**config.mk**
```make
export PLATFORM = sky130hd
export DESIGN_NAME = rxs_top
export DESIGN_NICKNAME = d
export VERILOG_FILES = /design/src/rtl/rxs_pkg.sv /design/src/rtl/rxs_frame.sv /design/src/rtl/rxs_fifo.sv /design/src/rtl/rxs_top.sv
export SDC_FILE = /design/constraint.sdc
export NUM_CORES = 1
export LEC_CHECK = 0
export BUFFER_PORTS_ARGS = -buffer_cell sky130_fd_sc_hd__buf_2
export CORE_ASPECT_RATIO = 1.75
export CORE_MARGIN = 2
export CORE_UTILIZATION = 52
export DETAILED_ROUTE_END_ITERATION = 8
export PLACE_DENSITY_LB_ADDON = 0.05
export SLEW_MARGIN = 0
export SYNTH_ARGS = -nofsm -noshare
export SYNTH_HDL_FRONTEND = slang
export SYNTH_HIERARCHICAL = 1
export SYNTH_SLANG_ARGS = --single-unit
```
**constraint.sdc**
```tcl
create_clock -name clk -period 2.65 [get_ports clk]
set_input_delay 0.265 -clock clk [delete_from_list [all_inputs] [get_ports clk]]
set_output_delay 0.265 -clock clk [all_outputs]
set_load 0.01 [all_outputs]
```
**src/rtl/rxs_pkg.sv**
```systemverilog
package rxs_pkg;
    localparam int CHAR_W = 8;

    localparam logic [1:0] PAR_NONE  = 2'b00;
    localparam logic [1:0] PAR_EVEN  = 2'b01;
    localparam logic [1:0] PAR_ODD   = 2'b10;
    localparam logic [1:0] PAR_FIXED = 2'b11;

    typedef enum logic [2:0] {
        S_IDLE  = 3'd0,
        S_START = 3'd1,
        S_DATA  = 3'd2,
        S_PAR   = 3'd3,
        S_STOP  = 3'd4,
        S_HOLD  = 3'd5,
        S_BRK   = 3'd6
    } rx_state_t;

    typedef struct packed {
        logic              brk;
        logic              ovr;
        logic              ferr;
        logic              perr;
        logic [CHAR_W-1:0] data;
    } rx_entry_t;
endpackage

```
**src/rtl/rxs_frame.sv**
```systemverilog
module rxs_frame
    import rxs_pkg::*;
#(
    parameter int OVS = 16
) (
    input  logic              clk,
    input  logic              rst_n,
    input  logic              samp_en,
    input  logic              rx_in,
    input  logic [1:0]        cfg_len,
    input  logic [1:0]        cfg_par,
    input  logic              cfg_par_force,
    input  logic              cfg_x16,
    input  logic              cfg_cmp_en,
    input  logic [CHAR_W-1:0] cfg_cmp_val,
    output logic              push,
    output rx_entry_t         push_ent,
    output logic              ev_match,
    output logic              ev_brk_start,
    output logic              ev_brk_end
);
    localparam int CW = $clog2(OVS);
    localparam logic [CW-1:0] MID_C  = CW'(OVS / 2 - 1);
    localparam logic [CW-1:0] LAST_C = CW'(OVS - 1);

    typedef struct packed {
        logic [1:0]        sync;
        rx_state_t         st;
        logic [CW-1:0]     cnt;
        logic [2:0]        bidx;
        logic [CHAR_W-1:0] sh;
        logic              pbit;
        logic              push;
        rx_entry_t         ent;
        logic              match;
        logic              bstart;
        logic              bend;
    } frm_t;

    frm_t q, d;

    logic              rxb;
    logic [CW-1:0]     lim_mid;
    logic [CW-1:0]     lim_bit;
    logic [2:0]        last_b;
    logic              par_en;
    logic [CHAR_W-1:0] word;
    logic              exp_par;
    logic              is_brk;

    always_comb begin
        rxb     = q.sync[1];
        lim_mid = cfg_x16 ? MID_C : '0;
        lim_bit = cfg_x16 ? LAST_C : '0;
        last_b  = {1'b0, cfg_len} + 3'd4;
        par_en  = (cfg_par != PAR_NONE);
        word    = q.sh >> (2'd3 - cfg_len);
        case (cfg_par)
            PAR_EVEN: exp_par = ^word;
            PAR_ODD:  exp_par = ~^word;
            default:  exp_par = cfg_par_force;
        endcase
        is_brk  = !rxb && (word == '0) && (!par_en || !q.pbit);

        d        = q;
        d.sync   = {q.sync[0], rx_in};
        d.push   = 1'b0;
        d.match  = 1'b0;
        d.bstart = 1'b0;
        d.bend   = 1'b0;

        if (samp_en) begin
            case (q.st)
                S_IDLE: begin
                    if (!rxb) begin
                        d.cnt  = '0;
                        d.bidx = '0;
                        d.sh   = '0;
                        d.pbit = 1'b0;
                        d.st   = cfg_x16 ? S_START : S_DATA;
                    end
                end
                S_START: begin
                    if (q.cnt == lim_mid) begin
                        d.cnt = '0;
                        d.st  = rxb ? S_IDLE : S_DATA;
                    end else begin
                        d.cnt = q.cnt + 1'b1;
                    end
                end
                S_DATA: begin
                    if (q.cnt == lim_bit) begin
                        d.cnt = '0;
                        d.sh  = {rxb, q.sh[CHAR_W-1:1]};
                        if (q.bidx == last_b) begin
                            d.st = par_en ? S_PAR : S_STOP;
                        end else begin
                            d.bidx = q.bidx + 1'b1;
                        end
                    end else begin
                        d.cnt = q.cnt + 1'b1;
                    end
                end
                S_PAR: begin
                    if (q.cnt == lim_bit) begin
                        d.cnt  = '0;
                        d.pbit = rxb;
                        d.st   = S_STOP;
                    end else begin
                        d.cnt = q.cnt + 1'b1;
                    end
                end
                S_STOP: begin
                    if (q.cnt == lim_bit) begin
                        d.cnt      = '0;
                        d.push     = 1'b1;
                        d.ent.data = word;
                        d.ent.perr = par_en && (q.pbit != exp_par);
                        d.ent.ferr = !rxb;
                        d.ent.ovr  = 1'b0;
                        d.ent.brk  = is_brk;
                        d.match    = cfg_cmp_en && !is_brk && (word == cfg_cmp_val);
                        if (is_brk) begin
                            d.bstart = 1'b1;
                            d.st     = S_BRK;
                        end else if (!rxb) begin
                            d.st = S_HOLD;
                        end else begin
                            d.st = S_IDLE;
                        end
                    end else begin
                        d.cnt = q.cnt + 1'b1;
                    end
                end
                S_HOLD: begin
                    if (q.cnt == lim_mid) begin
                        d.cnt = '0;
                        d.st  = S_IDLE;
                    end else begin
                        d.cnt = q.cnt + 1'b1;
                    end
                end
                S_BRK: begin
                    if (rxb) begin
                        d.bend = 1'b1;
                        d.st   = S_IDLE;
                    end
                end
                default: d.st = S_IDLE;
            endcase
        end
    end

    always_ff @(posedge clk or negedge rst_n) begin
        if (!rst_n) begin
            q      <= '0;
            q.sync <= 2'b11;
        end else begin
            q <= d;
        end
    end

    assign push         = q.push;
    assign push_ent     = q.ent;
    assign ev_match     = q.match;
    assign ev_brk_start = q.bstart;
    assign ev_brk_end   = q.bend;
endmodule

```
**src/rtl/rxs_fifo.sv**
```systemverilog
module rxs_fifo
    import rxs_pkg::*;
#(
    parameter int DEPTH = 4
) (
    input  logic      clk,
    input  logic      rst_n,
    input  logic      push,
    input  rx_entry_t push_ent,
    input  logic      rd_en,
    output rx_entry_t rd_ent,
    output logic      rd_valid,
    output logic      full,
    output logic      ev_ovr
);
    localparam int AW = (DEPTH > 1) ? $clog2(DEPTH) : 1;
    localparam int CW = $clog2(DEPTH + 1);
    localparam logic [AW-1:0] TOP_P = AW'(DEPTH - 1);
    localparam logic [CW-1:0] FULL_C = CW'(DEPTH);

    typedef struct packed {
        logic [AW-1:0] wr;
        logic [AW-1:0] rd;
        logic [CW-1:0] cnt;
        logic          ovr;
    } ctl_t;

    ctl_t      q, d;
    rx_entry_t mem_q [DEPTH];
    rx_entry_t mem_d [DEPTH];
    logic      pop;
    logic      room;
    logic      take;

    function automatic logic [AW-1:0] ptr_inc(input logic [AW-1:0] p);
        return (p == TOP_P) ? '0 : p + 1'b1;
    endfunction

    function automatic logic [AW-1:0] ptr_dec(input logic [AW-1:0] p);
        return (p == '0) ? TOP_P : p - 1'b1;
    endfunction

    always_comb begin
        d     = q;
        mem_d = mem_q;
        d.ovr = 1'b0;
        pop   = rd_en && (q.cnt != '0);
        room  = (q.cnt != FULL_C) || pop;
        take  = push && room;
        if (pop) begin
            d.rd = ptr_inc(q.rd);
        end
        if (take) begin
            mem_d[q.wr] = push_ent;
            d.wr        = ptr_inc(q.wr);
        end else if (push) begin
            mem_d[ptr_dec(q.wr)].ovr = 1'b1;
            d.ovr                    = 1'b1;
        end
        d.cnt = q.cnt + CW'(take) - CW'(pop);
    end

    always_ff @(posedge clk or negedge rst_n) begin
        if (!rst_n) begin
            q <= '0;
            for (int i = 0; i < DEPTH; i++) begin
                mem_q[i] <= '0;
            end
        end else begin
            q     <= d;
            mem_q <= mem_d;
        end
    end

    assign rd_ent   = mem_q[q.rd];
    assign rd_valid = (q.cnt != '0);
    assign full     = (q.cnt == FULL_C);
    assign ev_ovr   = q.ovr;
endmodule

```
**src/rtl/rxs_top.sv**
```systemverilog
module rxs_top
    import rxs_pkg::*;
#(
    parameter int OVS   = 16,
    parameter int DEPTH = 4
) (
    input  logic        clk,
    input  logic        rst_n,
    input  logic        samp_en,
    input  logic        rx_in,
    input  logic [1:0]  cfg_len,
    input  logic [1:0]  cfg_par,
    input  logic        cfg_par_force,
    input  logic        cfg_x16,
    input  logic        cfg_cmp_en,
    input  logic [7:0]  cfg_cmp_val,
    input  logic        rd_en,
    output logic        rd_valid,
    output logic [7:0]  rd_data,
    output logic        rd_perr,
    output logic        rd_ferr,
    output logic        rd_ovr,
    output logic        rd_brk,
    output logic        fifo_full,
    output logic        ev_match,
    output logic        ev_ovr,
    output logic        ev_brk_start,
    output logic        ev_brk_end
);
    logic      frm_push;
    rx_entry_t frm_ent;
    rx_entry_t head;

    rxs_frame #(.OVS(OVS)) u_frame (
        .clk           (clk),
        .rst_n         (rst_n),
        .samp_en       (samp_en),
        .rx_in         (rx_in),
        .cfg_len       (cfg_len),
        .cfg_par       (cfg_par),
        .cfg_par_force (cfg_par_force),
        .cfg_x16       (cfg_x16),
        .cfg_cmp_en    (cfg_cmp_en),
        .cfg_cmp_val   (cfg_cmp_val),
        .push          (frm_push),
        .push_ent      (frm_ent),
        .ev_match      (ev_match),
        .ev_brk_start  (ev_brk_start),
        .ev_brk_end    (ev_brk_end)
    );

    rxs_fifo #(.DEPTH(DEPTH)) u_fifo (
        .clk      (clk),
        .rst_n    (rst_n),
        .push     (frm_push),
        .push_ent (frm_ent),
        .rd_en    (rd_en),
        .rd_ent   (head),
        .rd_valid (rd_valid),
        .full     (fifo_full),
        .ev_ovr   (ev_ovr)
    );

    assign rd_data = head.data;
    assign rd_perr = head.perr;
    assign rd_ferr = head.ferr;
    assign rd_ovr  = head.ovr;
    assign rd_brk  = head.brk;
endmodule

```
Word-level counts from Yosys, hierarchy flattened
Index checks and enable logic that the tools add are counted.
{ "word_totals": {"ff_bits": 92, "elab_cells": 163, "output_inout_bits": 18, "inputBits": 20} }
{ "classes": {"reduce_logical": 34, "addsub": 9, "n_mux": 47, "shifts": 1, "n_bitwise": 3, "n_eq_ne": 26, "magnitude_cmp": 5} }
{ "ops": {"columns": ["op", "n"], "rows": [
  ["$bwmux 48", 2],
  ["$mux 48", 2],
  ["$demux 12 s2", 2],
  ["$mux 12", 3],
  ["$mux 3", 12],
  ["$mux 15", 2],
  ["$bmux 12 s2", 1],
  ["$mux 11", 2],
  ["$pmux 11 s2", 1],
  ["$pmux 3 s7", 1],
  ["$mux 19", 1],
  ["$mux 16", 1],
  ["$ne 2x1->1 const B", 7],
  ["$eq 3x3->1 const B", 4],
  ["$mux 4", 3],
  ["$pmux 4 s3", 1],
  ["$mux 2", 5],
  ["$ge 3x3->1 const B", 3],
  ["$logic_and 1x1->1", 9],
  ["$not 2->3", 3],
  ["$reduce_and 9->1", 1],
  ["$eq 8x8->1", 1],
  ["$logic_not 8->1", 1],
  ["$reduce_and 4->1", 2],
  ["other kinds (34)", 55]
]} }

Longest topological paths before layout
{ "logic_depth": {"word_depth": 11, "depth_mapped": 10, "ltp_nobuf": 10} }

Cells and area by module
Netlist, hierarchy kept.
{ "modules_own_cells": {"columns": ["mod", "area_per_inst_um2", "cells_each", "seq_area_each_um2", "instances"], "rows": [
  ["rxs_fifo", 2847.7, 173, 1401.3, 1],
  ["rxs_frame", 2202.1, 245, 903.4, 1]
]} }

Least setup slack after synthesis
OpenSTA, ideal clock, no wires.
{ "synth_path": {"path_kind": "input to register", "startpoint": "input cfg_len[0]", "endpoint": "register u_frame.q, in the netlist u_frame/push_ent[8]", "stages": 9, "t_arrival_ns": 2.421, "setup_slack_ns": 0.102, "n_path_buf": 1, "t_required_ns": 2.523, "setup_time_ns": 0.127, "path_cell_list": "clkbuf_1 > mux2_2 > o21ai_0 > ha_1 > xnor2_1 > xnor2_1 > mux2i_1 > mux2i_1 > nand3_1"} }
{ "synth_between": {"elab_chain_len": 6, "elab_cells_between_ends": 7, "classes_between": "1 x add/sub; 1 x eq/ne; 1 x shift; 1 x mux; 3 x reduce/logical"} }
{ "synth_lines": {"columns": ["element", "line", "source"], "rows": [
  ["start: declaration", "rxs_top.sv:11", "input logic [1:0] cfg_len,"],
  ["$sub 2x2->2 (*)", "rxs_frame.sv:57", "word = q.sh >> (2'd3 - cfg_len);"],
  ["$shr 8x2->8 (*)", "rxs_frame.sv:57", null],
  ["$reduce_xnor 8->1 / $reduce_xor 8->1 (equally long branches)", "rxs_frame.sv:60, rxs_frame.sv:59", null],
  ["$pmux 1 s2 (*)", "rxs_frame.sv:58", "case (cfg_par)"],
  ["$ne 1x1->1 (*)", "rxs_frame.sv:118", "d.ent.perr = par_en && (q.pbit != exp_par);"],
  ["$logic_and 1x1->1 (*)", "rxs_frame.sv:118", null],
  ["end: declaration", "rxs_frame.sv:40", "frm_t q, d;"]
]} }
Every way passes the cells marked *; elsewhere a longest branch is shown, timed or not.
A chain may end at the register's enable or synchronous reset.

==> results.yml <==
yosys:
  async_reset_ff_frac: 1.000
  synth.area.top_cells: "dfrtp_1 (45%), mux2_4 (12%), mux4_2 (5.4%)"
  netlist-cell-type-count: 52
  synth_seq_cells: 92
  synth_nets: 457
  synth.avg_cell_area_um2: 12.08
  synthXorXnorAreaFrac: 0.02602
  synthFlopType: "dfrtp_1"
  yosys-top-cells-count: "dfrtp_1 (90), mux2_4 (40), nand2_1 (38)"
  syn_area_um2: 5050
  seq_area_frac_synth: 0.4564
  synth_fa_ha_area_frac: 0.04856
  synth.area.mux_share: 0.2235
  synth_edf_count: 0
  yosysTopAreaCell: "dfrtp_1"
  synth-compound-area-share: 0.07161
  synth-simple-area-share: 0.1140
  yosysTopAreaCellShare: 0.4460
  synth.most_common_cell: "dfrtp_1"
  synth_top_family_by_area: "multiplexers"
  syn_inst: 418
  yosys_warnings: 6
routing:
  routedLengthMet1_mm: 4.077
  wl_met3_um: 185
  drtPass1Iterations: 4
  ant_nets: 0
  vias: 3133
  highest_layer: "met4"
  drc_errors: 0
  drtIter0Drc: 159
  wirelength_mm: 9.832
  wl_per_cell_um: 17.16
  dr_wl_met2_mm: 5.322
  via_per_inst: 5.468
floorplan:
  die-area_um2: 10550
  die_y_um: 134.4
  placementRows: 47
  design.core.area_um2: 9468
  initial_utilization: 0.5334
  die_x_um: 78.50
  io_pins: 38
placement:
  gp_congestion: 0.8146
  io_buffers: 37
  dp_hpwl_mm: 7.084
  numPlacedInstances: 555
  placed_area_um2: 5230
  post-place-ws_ns: 0.1876
run:
  max-cap-violations: 0
pwr:
  irDropWorstVdd_v: 0.0005497
  p_int_mw: 3.000
  p_switching_mw: 1.549
  leakage_nw: 2.692
  switching_share: 0.3405
  p_comb_frac: 0.286
  power_frac_seq: 0.421
  clkPwrFrac: 0.293
  power_mw: 4.549
  power_density_nw_per_um2: 818.4
timing:
  finalWorstSetupSlack_ns: 0.2551
  max_slew_margin: 0.4997
  setup_viol: 0
  fin_crit_ns: 2.395
  hold_viol_final: 0
  timing.setup.tns_ns: 0
  slew_violations: 0
  whs_ns: 0.2121
  max_freq_mhz: 417.6
  tightestPinTransition_ns: 0.7400
  finalClockSkew_ns: 0.007286
  rsz0062_at_grt: "no"
  fin_crit_sh: 0.9037
final_layout:
  layout.nets: 485
  stdcell_count: 573
  num_antenna_cells: 0
  finish.utilization: 0.5870
  drive_gt1_frac: 0.3149
  fin_area_um2: 5558
  areaGrowthSynthToFinish_pct: 10.06
global_routing:
  grt_max_degree: 50
  grt.total_usage: 0.2053
  antenna_found_initial: 0
  grt_pass1_wl_mm: 16.55
  grt_pass1_vias: 3282
  grt_overflow: 0
worst_hold_path:
  hold_path_end: "u_frame/ev_brk_end"
  hp-class: "in -> reg"
  whs_path_depth: 3
  min_from: "samp_en"
worst_setup_path:
  criticalPathCategory: "reg -> reg"
  crit_fanout: 6
  worst-path-stages: 9
  critPathCaptureType: "flop"
  reg2reg_depth: 9
  startpoint_type: "flop"
  path_cells: "or4b_1 -> nand2_1 -> ha_1 -> inv_1 -> ha_1 -> inv_1 -> fa_1 -> xnor2_1 -> xnor2_1"
  cp_slowest_cell: "or4b_1"
  r2r_start: "u_fifo/q[2]"
  worst-path-buf-inv: 2
  max_stage_delay_ns: 0.52
  cp.arrival_ns: 2.62
  required_ns: 2.87
  rr_endpoint: "u_fifo/q[3]"
  cpLargestDelayFamily: "adder cells"
  reg2reg_slack_ns: 0.26
cts:
  cts-root-buf: "clkbuf_16"
  clock-sinks: 92
  cts_setup_buffers: 0
  cts.clk_slew.worst_paths_ns: 0.07
  h-tree-depth: 3
  cts.path.max_buffers: 2
  cts_tree: "yes"
  clock_latency_ns: 0.35
  cts_inserted_buffers: 9
run_status:
  status: "completed"
-- worst register-to-register path, stage by stage, from the launching register on --
cell and delay (ns):
dfrtp_1 0.45, or4b_1 0.52, nand2_1 0.16, ha_1 0.26, inv_1 0.06, ha_1 0.14, inv_1 0.05, fa_1 0.37
xnor2_1 0.15, xnor2_1 0.12
-- flip-flops by register name, indices dropped and copies added, names as in the netlist, 7 cells and up --
register,count
u_frame/push_ent,11
u_fifo/q,7
u_fifo/mem_q,48
u_frame/q,20
-- cell families after synthesis --
| family | count (synthesis) |
|---|---|
| simple gates | 110 |
| other cells | 1 |
| mux | 76 |
| compound gates | 57 |
| xor+xnor | 15 |
| fa+ha+maj | 19 |
| flops | 92 |
| buf+inv | 48 |
-- cell type report --
class | instances | area, µm²
clock buffer | 9 | 225.2
clock inverter | 7 | 82.58
timing repair buffer | 50 | 290.3
fill | 794 | 3910
multi-input combinational | 278 | 2446
tap | 122 | 152.6
sequential | 92 | 2305
inverter | 15 | 56.30
-- cell usage in the layout, fill, tap and decap left out, drive strengths merged, types with 3 or more instances in the layout --
cell type  netlist  final
a21o             4      4
buf             19     48
xor2             4      4
xnor2           11     11
nand2           38     38
nor2            16     16
o21a             4      4
or3              3      3
o21ai           18     18
and3             4      4
mux2i           10     10
nand3           17     17
nand2b           5      5
inv             15     19
dfrtp           90     90
o22a             4      4
mux2            54     54
mux4            12     12
nor3             9      9
clkbuf          14      9
a21oi           14     14
ha              18     18
-- metal layers --
metal	GRT usage	vias up
met5	0	-
met4	0.1023	0
met3	0.02355	16
met2	0.3716	38
met1	0.2365	1564
li1	-	1515
-- worst max path at each step --
| stage | start | end | slack [ns] |
|---|---|---|---|
| after floorplan | cfg_len[0] | u_frame/push_ent[8] | 0.10 |
| after global placement | cfg_len[0] | u_frame/ev_match | 0.22 |
| after detailed placement | cfg_len[0] | u_frame/push_ent[8] | 0.19 |
| after CTS | u_fifo/q[2] | u_fifo/q[3] | 0.24 |
| after global routing | u_fifo/q[2] | u_fifo/q[3] | 0.10 |
| final | u_fifo/q[2] | u_fifo/q[3] | 0.26 |
-- power by group through the flow --
stage	logic, mW	clock network (mW)	registers [mW]
6_report	1.30	1.33	1.91
2_1_floorplan	1.12	0	1.78
3_5_place_dp	1.32	0	1.94
4_1_cts	1.32	1.37	1.91
3_3_place_gp	1.30	0	1.93
5_1_grt	1.47	1.43	1.96
-- repair_timing --
| action | CTS | global route |
|---|---|---|
| gates resized for setup | 0 | 0 |
| hold buffers | 2 | 0 |
| endpoints found under the hold margin | 48 | 0 |
Note: power is estimated with default switching activity, not from simulation.
